## src/rtl/movdec_pkg.sv

```systemverilog
`timescale 1ns/1ps
package movdec_pkg;

  localparam int MAX_LEN = 6;
  localparam int LEN_W   = $clog2(MAX_LEN + 1);
  localparam int WIN_W   = MAX_LEN * 8;

  typedef enum logic [2:0] {
    CLS_RM     = 3'd0,
    CLS_SEG    = 3'd1,
    CLS_IMMREG = 3'd2,
    CLS_ACC    = 3'd3,
    CLS_IMMMEM = 3'd4,
    CLS_BAD    = 3'd7
  } op_class_e;

  typedef struct packed {
    op_class_e        cls;
    logic             illegal;
    logic             d;
    logic             w;
    logic [1:0]       md;
    logic [2:0]       rg;
    logic [2:0]       rm;
    logic [15:0]      disp;
    logic [15:0]      imm;
    logic [LEN_W-1:0] len;
  } dec_t;

  function automatic op_class_e classify(logic [7:0] op);
    case (op) inside
      8'h88, 8'h89, 8'h8A, 8'h8B: return CLS_RM;
      8'h8C, 8'h8E:               return CLS_SEG;
      [8'hB0:8'hBF]:              return CLS_IMMREG;
      [8'hA0:8'hA3]:              return CLS_ACC;
      8'hC6, 8'hC7:               return CLS_IMMMEM;
      default:                    return CLS_BAD;
    endcase
  endfunction

  function automatic logic has_mrm(op_class_e c);
    return (c == CLS_RM) || (c == CLS_SEG) || (c == CLS_IMMMEM);
  endfunction

  // Displacement bytes implied by MOD and R/M.
  function automatic logic [LEN_W-1:0] disp_bytes(logic [1:0] md, logic [2:0] rm);
    if (md == 2'b01) return LEN_W'(1);
    if (md == 2'b10) return LEN_W'(2);
    if (md == 2'b00 && rm == 3'b110) return LEN_W'(2);
    return '0;
  endfunction

  // Length not counting any displacement.
  function automatic logic [LEN_W-1:0] fixed_len(logic [7:0] op);
    case (classify(op))
      CLS_RM, CLS_SEG: return LEN_W'(2);
      CLS_IMMREG:      return op[3] ? LEN_W'(3) : LEN_W'(2);
      CLS_ACC:         return LEN_W'(3);
      CLS_IMMMEM:      return op[0] ? LEN_W'(4) : LEN_W'(3);
      default:         return LEN_W'(1);
    endcase
  endfunction

  // Segment code outside the six defined, or CS written.
  function automatic logic seg_illegal(logic into_seg, logic [2:0] rg);
    return (rg[2:1] == 2'b11) || (into_seg && rg == 3'b001);
  endfunction

endpackage

```

## src/rtl/movdec_collect.sv

```systemverilog
`timescale 1ns/1ps
module movdec_collect
  import movdec_pkg::*;
(
  input  logic             clk,
  input  logic             rst_n,
  input  logic             accept,
  input  logic [7:0]       in_byte,
  output logic             last_byte,
  output logic [WIN_W-1:0] win
);

  logic [LEN_W-1:0] cnt_q;
  logic [7:0]       store_q [MAX_LEN];
  op_class_e        op_cls;
  logic             mrm_form;
  logic             stop_early;
  logic [LEN_W-1:0] need;

  // Byte window: earlier bytes from storage, the current one from the input.
  generate
    for (genvar gi = 0; gi < MAX_LEN; gi++) begin : g_win
      assign win[gi*8 +: 8] = (cnt_q == LEN_W'(gi)) ? in_byte : store_q[gi];
    end
  endgenerate

  always_comb begin
    op_cls     = classify(win[7:0]);
    mrm_form   = has_mrm(op_cls);
    need       = fixed_len(win[7:0]) +
                 (mrm_form ? disp_bytes(win[15:14], win[10:8]) : '0);
    stop_early = (op_cls == CLS_SEG) && (cnt_q == LEN_W'(1)) &&
                 seg_illegal(win[1], win[13:11]);
    last_byte  = accept && (stop_early ||
                 ((cnt_q != '0 || !mrm_form) && (cnt_q + LEN_W'(1) == need)));
  end

  always_ff @(posedge clk) begin
    if (!rst_n) begin
      cnt_q <= '0;
      for (int i = 0; i < MAX_LEN; i++) store_q[i] <= '0;
    end else if (accept) begin
      store_q[cnt_q] <= in_byte;
      cnt_q          <= last_byte ? '0 : cnt_q + LEN_W'(1);
    end
  end

endmodule

```

## src/rtl/movdec_fields.sv

```systemverilog
`timescale 1ns/1ps
module movdec_fields
  import movdec_pkg::*;
(
  input  logic [WIN_W-1:0] win,
  output dec_t             dec
);

  function automatic logic [7:0] pick(logic [WIN_W-1:0] w, int idx);
    return w[idx*8 +: 8];
  endfunction

  logic [7:0]       op, mrm;
  op_class_e        cls;
  logic [LEN_W-1:0] dl;
  logic             bad_seg;
  int               ip;

  always_comb begin
    op      = pick(win, 0);
    mrm     = pick(win, 1);
    cls     = classify(op);
    dl      = has_mrm(cls) ? disp_bytes(mrm[7:6], mrm[2:0]) : '0;
    bad_seg = (cls == CLS_SEG) && seg_illegal(op[1], mrm[5:3]);
    ip      = 2 + int'(dl);
    dec     = '0;
    dec.cls = cls;
    case (cls)
      CLS_RM, CLS_SEG, CLS_IMMMEM: begin
        dec.d  = (cls == CLS_IMMMEM) ? 1'b0 : op[1];
        dec.w  = (cls == CLS_SEG) ? 1'b1 : op[0];
        dec.md = mrm[7:6];
        dec.rg = mrm[5:3];
        dec.rm = mrm[2:0];
        if (dl == LEN_W'(1))
          dec.disp = {{8{win[23]}}, win[23:16]};
        else if (dl == LEN_W'(2))
          dec.disp = win[31:16];
        if (cls == CLS_IMMMEM)
          dec.imm = {op[0] ? pick(win, ip + 1) : 8'h00, pick(win, ip)};
      end
      CLS_IMMREG: begin
        dec.d   = 1'b1;
        dec.w   = op[3];
        dec.md  = 2'b11;
        dec.rg  = op[2:0];
        dec.rm  = op[2:0];
        dec.imm = {op[3] ? win[23:16] : 8'h00, win[15:8]};
      end
      CLS_ACC: begin
        dec.d    = ~op[1];
        dec.w    = op[0];
        dec.rm   = 3'b110;
        dec.disp = win[23:8];
      end
      default: ;
    endcase
    dec.illegal = (cls == CLS_BAD) || bad_seg;
    if (cls == CLS_BAD) dec.len = LEN_W'(1);
    else if (bad_seg) begin
      dec.len  = LEN_W'(2);
      dec.disp = '0;
    end else dec.len = fixed_len(op) + dl;
  end

endmodule

```

## src/rtl/mov_decoder.sv

```systemverilog
`timescale 1ns/1ps
module mov_decoder
  import movdec_pkg::*;
(
  input  logic        clk,
  input  logic        rst_n,
  input  logic        in_valid,
  input  logic [7:0]  in_byte,
  output logic        in_ready,
  output logic        dec_valid,
  output logic [2:0]  dec_class,
  output logic        dec_illegal,
  output logic        dec_d,
  output logic        dec_w,
  output logic [1:0]  dec_mod,
  output logic [2:0]  dec_reg,
  output logic [2:0]  dec_rm,
  output logic [15:0] dec_disp,
  output logic [15:0] dec_imm,
  output logic [2:0]  dec_len
);

  logic             ready_q;
  logic             accept;
  logic             last_byte;
  logic [WIN_W-1:0] win;
  dec_t             dec_now;
  dec_t             dec_q;
  logic             valid_q;

  assign accept = in_valid && ready_q;

  movdec_collect u_collect (
    .clk       (clk),
    .rst_n     (rst_n),
    .accept    (accept),
    .in_byte   (in_byte),
    .last_byte (last_byte),
    .win       (win)
  );

  movdec_fields u_fields (
    .win (win),
    .dec (dec_now)
  );

  always_ff @(posedge clk) begin
    if (!rst_n) begin
      ready_q <= 1'b0;
      valid_q <= 1'b0;
      dec_q   <= '0;
    end else begin
      ready_q <= 1'b1;
      valid_q <= last_byte;
      if (last_byte) dec_q <= dec_now;
    end
  end

  assign in_ready    = ready_q;
  assign dec_valid   = valid_q;
  assign dec_class   = dec_q.cls;
  assign dec_illegal = dec_q.illegal;
  assign dec_d       = dec_q.d;
  assign dec_w       = dec_q.w;
  assign dec_mod     = dec_q.md;
  assign dec_reg     = dec_q.rg;
  assign dec_rm      = dec_q.rm;
  assign dec_disp    = dec_q.disp;
  assign dec_imm     = dec_q.imm;
  assign dec_len     = dec_q.len;

endmodule

```

## config.mk

```make
export PLATFORM = sky130hd
export DESIGN_NAME = mov_decoder
export DESIGN_NICKNAME = d
export VERILOG_FILES = /design/src/rtl/movdec_pkg.sv /design/src/rtl/movdec_collect.sv /design/src/rtl/movdec_fields.sv /design/src/rtl/mov_decoder.sv
export SDC_FILE = /design/constraint.sdc
export NUM_CORES = 1
export LEC_CHECK = 0
export BUFFER_PORTS_ARGS = -buffer_cell sky130_fd_sc_hd__buf_4
export CAP_MARGIN = 0
export CORE_MARGIN = 3
export CORE_UTILIZATION = 50
export CTS_CLUSTER_DIAMETER = 40
export DETAILED_ROUTE_END_ITERATION = 7
export PLACE_DENSITY = 0.8
export SYNTH_ARGS = -nofsm -noshare
export SYNTH_HDL_FRONTEND = slang
export SYNTH_SLANG_ARGS = --single-unit
```

## constraint.sdc

```tcl
create_clock -name clk -period 8.6 [get_ports clk]
set_input_delay 0.86 -clock clk [delete_from_list [all_inputs] [get_ports clk]]
set_output_delay 0.86 -clock clk [all_outputs]
set_load 0.005 [all_outputs]
```

After elaboration in Yosys (flattened, before gate mapping)
Memory sizes are Yosys's and may differ from the RTL's.
Index checks and enable logic that the tools add are counted.

operators by class
  reductions and logical operators = 29
  bitwise logic cells = 1
  $lt $le $gt $ge = 4
  shift-type cells = 2
  mux-type cells = 57
  add/sub/neg operators = 5
  eq/ne operators = 30

operator list
  operator               number
  $shiftx 48x32->8       2
  $mux 16                5
  $mux 8                 9
  $eq 8x8->1 const B     8
  $pmux 16 s2            2
  $mux 3                 20
  $add 29x2->29 const B  1
  $pmux 3 s4             2
  $eq 3x2->1 const B     7
  $eq 3x3->1 const B     6
  $ge 8x8->1 const B     2
  $le 8x8->1 const B     2
  $eq 3x1->1 const B     5
  $mux 1                 15
  $logic_and 1x1->1      10
  $pmux 5 s2             1
  $logic_not 3->1        3
  $pmux 3 s3             1
  $reduce_or 2->1        4
  $reduce_or 8->1        1
  $add 3x3->3            2
  $logic_or 1x1->1       6
  $pmux 2 s3             1
  $add 2x3->4 const A    1
  11 further kinds       12

word-level totals
  logic and storage cells = 142
  flip-flop bits (word level) = 54
  output and inout bits = 51
  memory bits (writable) = 48
  memories = 1
  input port bits = 11

memories
  memory             depth  bits a word  rd ports  clocked after memory_dff  wr ports  line                  RTL
  u_collect.store_q  6      8            6         0                         6         movdec_collect.sv:14  logic [7:0] store_q [MAX_LEN];

Depth between registers and ports, before layout
Gate-level depths: netlist of run 1.

  word-level depth = 21
  depth in mapped cells = 23
  depth with buffers taken out = 17

Hierarchy
A second synthesis of run 1 with hierarchy kept.

second synthesis, totals
  cells, all modules = 635
  area total of the unflattened synthesis = 6,217.2 um^2

by module, submodules not included
  module          seq. area each (um^2)  cells an instance  area each (um^2)  times used
  movdec_collect  1,501.4                277                3,010.4           1
  mov_decoder     1,021.0                162                1,935.6           1
  movdec_fields   0.0                    196                1,271.2           1

Worst setup path before layout of run 1
No wires, ideal clock.

  kind = input to register
  start = input in_byte[6]
  end = register dec_q, in the netlist dec_disp[13]
  stages on the path = 19
  path slack = 4.253 ns
  buffers on the path = 5
  setup time = 0.117 ns
  arrival time = 4.230 ns
  data required time = 8.483 ns
  cells stage by stage = buf_2 and4bb_2 a31o_2 o21ai_2 clkbuf_1 clkbuf_1 o311ai_0 nand3_1 ha_1 inv_1 fa_1 xnor2_1 o21a_1 o211a_1 o21a_1 buf_6 nor2_8 buf_6 a22o_1

on the way
  word-level cells in the longest chain between the ends = 18
  elaborated cells between the ends (all ways) = 68
  those cells by class = 1 x add/sub; 4 x order compare; 18 x eq/ne; 25 x mux; 20 x reduce/logical

RTL lines
  element                                              line               RTL
  start, declared                                      mov_decoder.sv:8   input logic [7:0] in_byte,
  branches (longest 18 deep; another with $ge 8x8->1)  --
  end signal, assigned                                 mov_decoder.sv:55  if (last_byte) dec_q <= dec_now;
  end, declared                                        mov_decoder.sv:28  dec_t dec_q;

Parallel ways; which one is timed is not known. The select of a mux whose other input is x is not followed.
A chain may end at the register's enable or synchronous reset.

Worst setup path in the final report of run 1
  start = register u_collect.cnt_q[0]
  end = register dec_q, in the netlist dec_reg[2]

on the way
  word-level cells in the longest chain between the ends = 18
  elaborated cells between the ends (all ways) = 71
  those cells by class = 2 x add/sub; 4 x order compare; 19 x eq/ne; 23 x mux; 23 x reduce/logical

RTL lines
  element                                              line                  RTL
  start, declared                                      movdec_collect.sv:13  logic [LEN_W-1:0] cnt_q;
  start signal, assigned                               movdec_collect.sv:44  cnt_q <= last_byte ? '0 : cnt_q + LEN_W'(1);
  branches (longest 18 deep; another with $ge 8x8->1)  --

Parallel ways; which one is timed is not known. The select of a mux whose other input is x is not followed.

==> results of run 1 <==
[critical path: cells and delay by family (launching register included)]
kind,cells,cell delay [ns]
adder cells (fa/ha/maj),3,1.13
AO/OA/AOI/OAI,5,1.73
flip-flops,1,0.48
buffers and inverters,4,1.07
AND/OR/NAND/NOR,3,0.85
XOR/XNOR,1,0.15
multiplexers,1,0.58
[where the power goes]
part           switching [mW]  total [mW]  leakage (nW)  internal (mW)
sequential             0.0119       0.539         0.937          0.527
clock                   0.182       0.409         0.136          0.226
combinational           0.106       0.163          1.56         0.0572
total                   0.301        1.11          2.63          0.810
[layer usage]
layer  part of all wire, %  vias up
met5                     0        -
met4                   2.1        0
met3                   9.7       35
met2                    45      246
met1                    43     2374
li1                      -     2343
[kinds of logic after synthesis]
| group | count (synthesis) | share of synthesized area (%) |
|---|---|---|
| buffers and inverters | 69 | 5.68 |
| flip-flops | 102 | 44.2 |
| multiplexers | 38 | 7.19 |
| AO/OA/AOI/OAI | 150 | 18.6 |
| XOR/XNOR | 4 | 0.614 |
| adder cells (fa/ha/maj) | 9 | 2.10 |
| AND/OR/NAND/NOR | 254 | 21.6 |
[worst min path at each step]
stage,to,start,cells past startpoint
6_report,dec_illegal,dec_illegal,2
5_1_grt,dec_rm[2],dec_rm[2],2
4_1_cts,dec_illegal,dec_illegal,2
3_5_place_dp,dec_illegal,dec_illegal,2
3_3_place_gp,dec_illegal,dec_illegal,2
2_1_floorplan,dec_illegal,dec_illegal,2
[synth_stat cells, types with 15 or more instances]
cell,n
a22o_1,16
nor2_1,66
dfxtp_1,54
clkbuf_1,22
nor3_1,20
inv_1,20
edfxtp_1,48
o22ai_1,20
mux2i_1,29
nand3_1,34
buf_2,15
nand2_1,82
a21oi_1,26
o21ai_0,20
[stage by stage]
stage                     cells  power (mW)  cell area (µm²)  setup WS [ns]  hold WS [ns]
after floorplan             626       0.660             5710           4.25         0.446
after global placement      783       0.706             6130           2.79         0.442
after detailed placement    783       0.710             6130           2.58         0.449
after CTS                   799        1.11             6430           2.57         0.458
after global routing        799        1.15             6430           1.97         0.474
final                       799        1.11             6430           2.47         0.455
[final cells by class]
type | instances | share of cell area (%)
clock buffer | 11 | 3.62
multi-input combinational | 455 | 44.6
timing repair buffer | 66 | 7.71
sequential | 102 | 39.3
inverter | 20 | 1.17
clock inverter | 5 | 0.935
tap | 140 | 2.73
==> metrics.csv, run 1 <==
metric,value,unit
p_leak,2.63,nW
portBuffers,61,
antenna_found_initial,0,
num_rows,38,
critical-path-max-stage-delay,0.85,ns
outcome,"finished, final reports clean",
cts_buffer_depth,2,
busiest_layer,met2,
syn_area,5710,µm²
avgSynthCellArea,9.12,µm²
cts_setup_buffers,0,
cts_tree,built,
final_util,58.5,%
dieHeight,113,µm
critPathLaunchType,flop,
vias,4998,
final_antenna_net_count,0,
period_minus_slack,6.13,ns
path_class,reg2reg,
synth_edf_count,48,
drv_cap,0,
required,8.85,ns
rr_endpoint,dec_reg[2],
area_delta_synth_final,12.6,%
final_common_cell,nand2_1,
tightest_slew,1.13,ns
vias_per_cell,6.26,
final_nets,674,
finalMaxSlewViolations,0,
crit_chain,inv_1 > ha_1 > nand2b_1 > mux2i_2 > nor3b_1 > o21ai_2 > buf_4 > inv_1 > ha_1 > inv_1 > fa_1 > xnor2_1 > nor2_1 > o211a_1 > o21a_1 > o221ai_1 > o211a_1,
post-dp-hpwl,12900,µm
crit_path_end_kind,flop,
boundaryPins,62,
ys.warnings.count,0,
final_cell_mix,"nand2_1 (82), nor2_1 (66), buf_4 (66), dfxtp_1 (54), edfxtp_1 (48)",
power_density,173,nW/µm²
nFillCells,976,
synth.largest_area_cell,edfxtp_1,
drt_first_pass_iters,5,
antenna_cells,0,
clk_latency,0.35,ns
cp_common_cell,inv_1,
yosys-top-cells-area,"edfxtp_1 (25%), dfxtp_1 (19%), nand2_1 (5.4%)",
grt_use_met2,41.2,%
cts_resized,0,
fin_skew,0.00869,ns
ys_dominant_reg_cell,dfxtp_1,
crit_path_start,u_collect.cnt_q[0],
grt_max_degree,45,
largest-register,u_collect.store_q,
core,11000,µm²
setup_violations,0,
layout-drive-gt1-share,15.5,%
largest_register_ffs,48,
clock_tree.root_cell,clkbuf_16,
async_reset_ff_share,0,%
met1_usage,38.3,%
setup_tns,0,ns
die_area,12700,µm²
clkTransAtPathRegs,0.07,ns
gp_congestion,0.945,
wl_per_cell,21.6,µm
worst-r2r-cell-count,17,
overflow,0,
crit_slowest_cell,o21a_1,
synth-seq-cells,102,
slew_headroom,24.9,%
crit_end,dec_reg[2],
wl,17300,µm
post_synth_inst_count,626,
grt_pass1_wl,26500,µm
cp_max_fo,32,
worstReg2RegStart,u_collect.cnt_q[0],
clock-sinks,102,
multi_input_area,2870,µm²
cts_buffers,9,
start_util,52.0,%
rsz0062_at_grt,false,
finalCritPeriodShare,71.3,%
yosysSeqAreaShare,44.2,%
first_iter_violations,646,
vdd_drop_max,0.213,mV
ys_types,69,
grt.total_usage,26.7,%
ff_latch_area,2520,µm²
grt_pass1_vias,4628,
cp.arrival,6.38,ns
die_x,113,µm
hold_class,reg2reg,
rrSetupSlack,2.47,ns
ctsHoldBuffers,0,
max_freq,163,MHz
synth_top_area_share,25.3,%
synthesis.nets,646,
htree_levels,3,
use_met3,4.97,%
route.detailed.drc,0,
hold_viol,0,
No activity file was read; power rests on OpenSTA's default activity.
==> run 2, diff against run 1 <==
--- a/config.mk
+++ b/config.mk
@@ -5,13 +5,14 @@
 export SDC_FILE = /design/constraint.sdc
 export NUM_CORES = 1
 export LEC_CHECK = 0
+export ABC_AREA = 1
 export BUFFER_PORTS_ARGS = -buffer_cell sky130_fd_sc_hd__buf_4
 export CAP_MARGIN = 0
 export CORE_MARGIN = 3
 export CORE_UTILIZATION = 50
 export CTS_CLUSTER_DIAMETER = 40
 export DETAILED_ROUTE_END_ITERATION = 7
-export PLACE_DENSITY = 0.8
+export PLACE_DENSITY = 0.82
 export SYNTH_ARGS = -nofsm -noshare
 export SYNTH_HDL_FRONTEND = slang
 export SYNTH_SLANG_ARGS = --single-unit
==> constraint.sdc (replaced) <==
create_clock -name clk -period 5 [get_ports clk]
set_input_delay 0.5 -clock clk [delete_from_list [all_inputs] [get_ports clk]]
set_output_delay 0.5 -clock clk [all_outputs]
set_load 0.005 [all_outputs]
==> run 2 against run 1 <==
Net effect: via count increased by 14%; clock skew about the same; sequential power increased by 76%; setup slack got worse by 2.0 ns; first-iteration DRC count increased by 8.4%; flip-flop and latch count unchanged; highest routed layer unchanged.
==> metrics.csv, run 2 <==
metric,value,unit,change
tightest_slew,0.951,ns,-0.176 ns
rsz0062_at_grt,false,,
clk_latency,0.35,ns,about the same
rr_endpoint,dec_reg[1],,
ys_dominant_reg_cell,dfxtp_1,,
power_density,326,nW/µm²,+89%
drt_first_pass_iters,6,,+1
rrSetupSlack,0.49,ns,-1.98 ns
die_x,114,µm,+1.1%
dieHeight,114,µm,+1.1%
clkTransAtPathRegs,0.07,ns,about the same
placed_cells,995,,+27%
crit_path_start,u_collect.cnt_q[0],,
boundaryPins,62,,unchanged
final_antenna_net_count,0,,unchanged
die_area,13000,µm²,+2.3%
max_freq,222,MHz,+36%
grt_pass1_wl,26400,µm,about the same
setup_tns,0,ns,unchanged
cp.arrival,4.79,ns,-1.59 ns
vias_per_cell,5.63,,-10%
gp_congestion,1.04,,+10%
hold_viol,0,,unchanged
finalCritPeriodShare,90.2,%,+19 points
path_class,reg2reg,,
antenna_found_initial,0,,unchanged
antenna_cells,0,,unchanged
setup_violations,0,,unchanged
grt_pass1_vias,5095,,+10%
worstReg2RegStart,u_collect.cnt_q[0],,
drv_cap,0,,unchanged
htree_levels,3,,unchanged
cts_resized,0,,unchanged
clock_tree.root_cell,clkbuf_16,,
overflow,0,,unchanged
synth_edf_count,48,,unchanged
finalMaxSlewViolations,0,,unchanged
yosysMostFrequentCell,nand2_1,,
ys_top_cells_by_count,"nand2_1 (239), nor2_1 (107), a21oi_1 (76)",,
route.detailed.drc,0,,unchanged
cp_max_fo,39,,+22%
synthesis.nets,845,,+31%
required,5.28,ns,-3.57 ns
fin_skew,0.00877,ns,+0.0000841 ns
final_common_cell,nand2_1,,
syn_area,5850,µm²,+2.4%
area_delta_synth_final,13.8,%,
crit_path_end_kind,flop,,
ys_types,38,,-45%
final_cell_mix,"nand2_1 (238), nor2_1 (106), a21oi_1 (76), nand3_1 (70), buf_4 (67)",,
portBuffers,61,,unchanged
async_reset_ff_share,0,%,unchanged
wl,16600,µm,-3.7%
worst-r2r-cell-count,21,,+4
wl_per_cell,16.5,µm,-24%
period_minus_slack,4.51,ns,-1.62 ns
avgSynthCellArea,7.09,µm²,-22%
vias,5690,,+14%
ctsHoldBuffers,0,,unchanged
largest_register_ffs,48,,unchanged
synth-seq-cells,102,,unchanged
cts_tree,built,,
vdd_drop_max,0.262,mV,+23%
synth.largest_area_cell,edfxtp_1,,
yosysSeqAreaShare,43.2,%,-1.0 points
critPathLaunchType,flop,,
core,11100,µm²,+1.3%
slew_headroom,35.9,%,+11 points
post-dp-hpwl,12400,µm,-4.4%
cts_buffers,9,,unchanged
post_synth_inst_count,825,,+32%
cts_buffer_depth,2,,unchanged
first_iter_violations,700,,+8.4%
yosys-top-cells-area,"edfxtp_1 (25%), dfxtp_1 (18%), nand2_1 (15%)",,
outcome,"finished, final reports clean",,
clock-sinks,102,,unchanged
hold_class,reg2reg,,
start_util,52.5,%,+0.57 points
layout-drive-gt1-share,12.9,%,-2.6 points
grt.total_usage,25.7,%,-1.0 points
grt_max_degree,40,,-11%
p_leak,2.94,nW,+12%
crit_end,dec_reg[1],,
num_rows,38,,unchanged
finalNonFillerCells,1011,,+27%
cts_setup_buffers,0,,unchanged
synth_top_area_share,24.7,%,-0.59 points
ys.warnings.count,0,,unchanged
largest-register,u_collect.store_q,,
final_nets,886,,+31%
[run 2: cell families (layout without fill, tap and decap cells)]
logic type / count (synthesis) / after routing / share of synthesized area, %
AND/OR/NAND/NOR: 438 / 438 / 31.0
AO/OA/AOI/OAI: 164 / 164 / 14.9
buffers and inverters: 110 / 156 / 8.56
flip-flops: 102 / 102 / 43.2
adder cells (fa/ha/maj): 9 / 9 / 2.05
XOR/XNOR: 2 / 2 / 0.300
[run 2: worst min path at each step]
stage                      start      endpoint  slack (ns)  cells past startpoint
floorplan            dec_disp[5]   dec_disp[5]        0.45                      2
global placement    dec_disp[12]  dec_disp[12]        0.45                      2
detailed placement   dec_disp[7]   dec_disp[7]        0.46                      2
CTS                  dec_disp[7]   dec_disp[7]        0.47                      2
global route               rst_n      in_ready        0.49                      1
finish                dec_len[2]    dec_len[2]        0.46                      2
[run 2: report_power, final]
| part | internal (mW) | switching (mW) | leakage [nW] |
|---|---|---|---|
| Clock | 0.467 | 0.303 | 0.171 |
| Sequential | 0.926 | 0.0232 | 0.935 |
| Combinational | 0.145 | 0.306 | 1.83 |
| Total | 1.54 | 0.632 | 2.94 |
[run 2: worst max-delay path, cell delays in order (launching register included)]
cell and delay [ns]:
dfxtp_1 0.41, clkinv_1 0.23, ha_2 0.33, nand2_4 0.14, nand2_1 0.06, nand2_1 0.19, inv_1 0.09, nand3_1 0.15
nand3_2 0.27, nand2_2 0.19, clkinvlp_4 0.23, ha_1 0.27, inv_1 0.09, fa_1 0.45, xor2_1 0.16, nand3_1 0.11
nor2_2 0.14, nor2_4 0.05, nor2_4 0.27, buf_6 0.30, o21ai_0 0.14, a21oi_1 0.14
[run 2: routing by layer]
layer  wire length (µm)  vias up  GRT usage [%]  part of all wire, %
li1                   -     2786              -                    -
met1               7290     2566           36.6                   44
met2               7440      292           39.8                   45
met3               1430       46           3.86                  8.6
met4                475        0           9.34                  2.9
met5                  0        -              0                    0
[run 2: layout make-up]
class / count / area [µm²]
fill: 1053 / 4470
multi-input combinational: 613 / 2830
sequential: 102 / 2520
timing repair buffer: 68 / 514
inverter: 72 / 277
clock buffer: 10 / 250
tap: 140 / 175
clock inverter: 6 / 86.3
[run 2: stage by stage]
stage / total power, mW / cell area [µm²] / setup WS [ns] / hold WS [ns] / util (%)
global placement: 1.40 / 6300 / 0.532 / 0.449 / 56.6
floorplan: 1.27 / 5850 / 1.24 / 0.455 / -
detailed placement: 1.40 / 6300 / 0.413 / 0.457 / 56.6
CTS: 2.16 / 6640 / 0.324 / 0.465 / 59.7
finish: 2.17 / 6660 / 0.491 / 0.464 / 59.8
global route: 2.26 / 6660 / 0.103 / 0.485 / 59.8
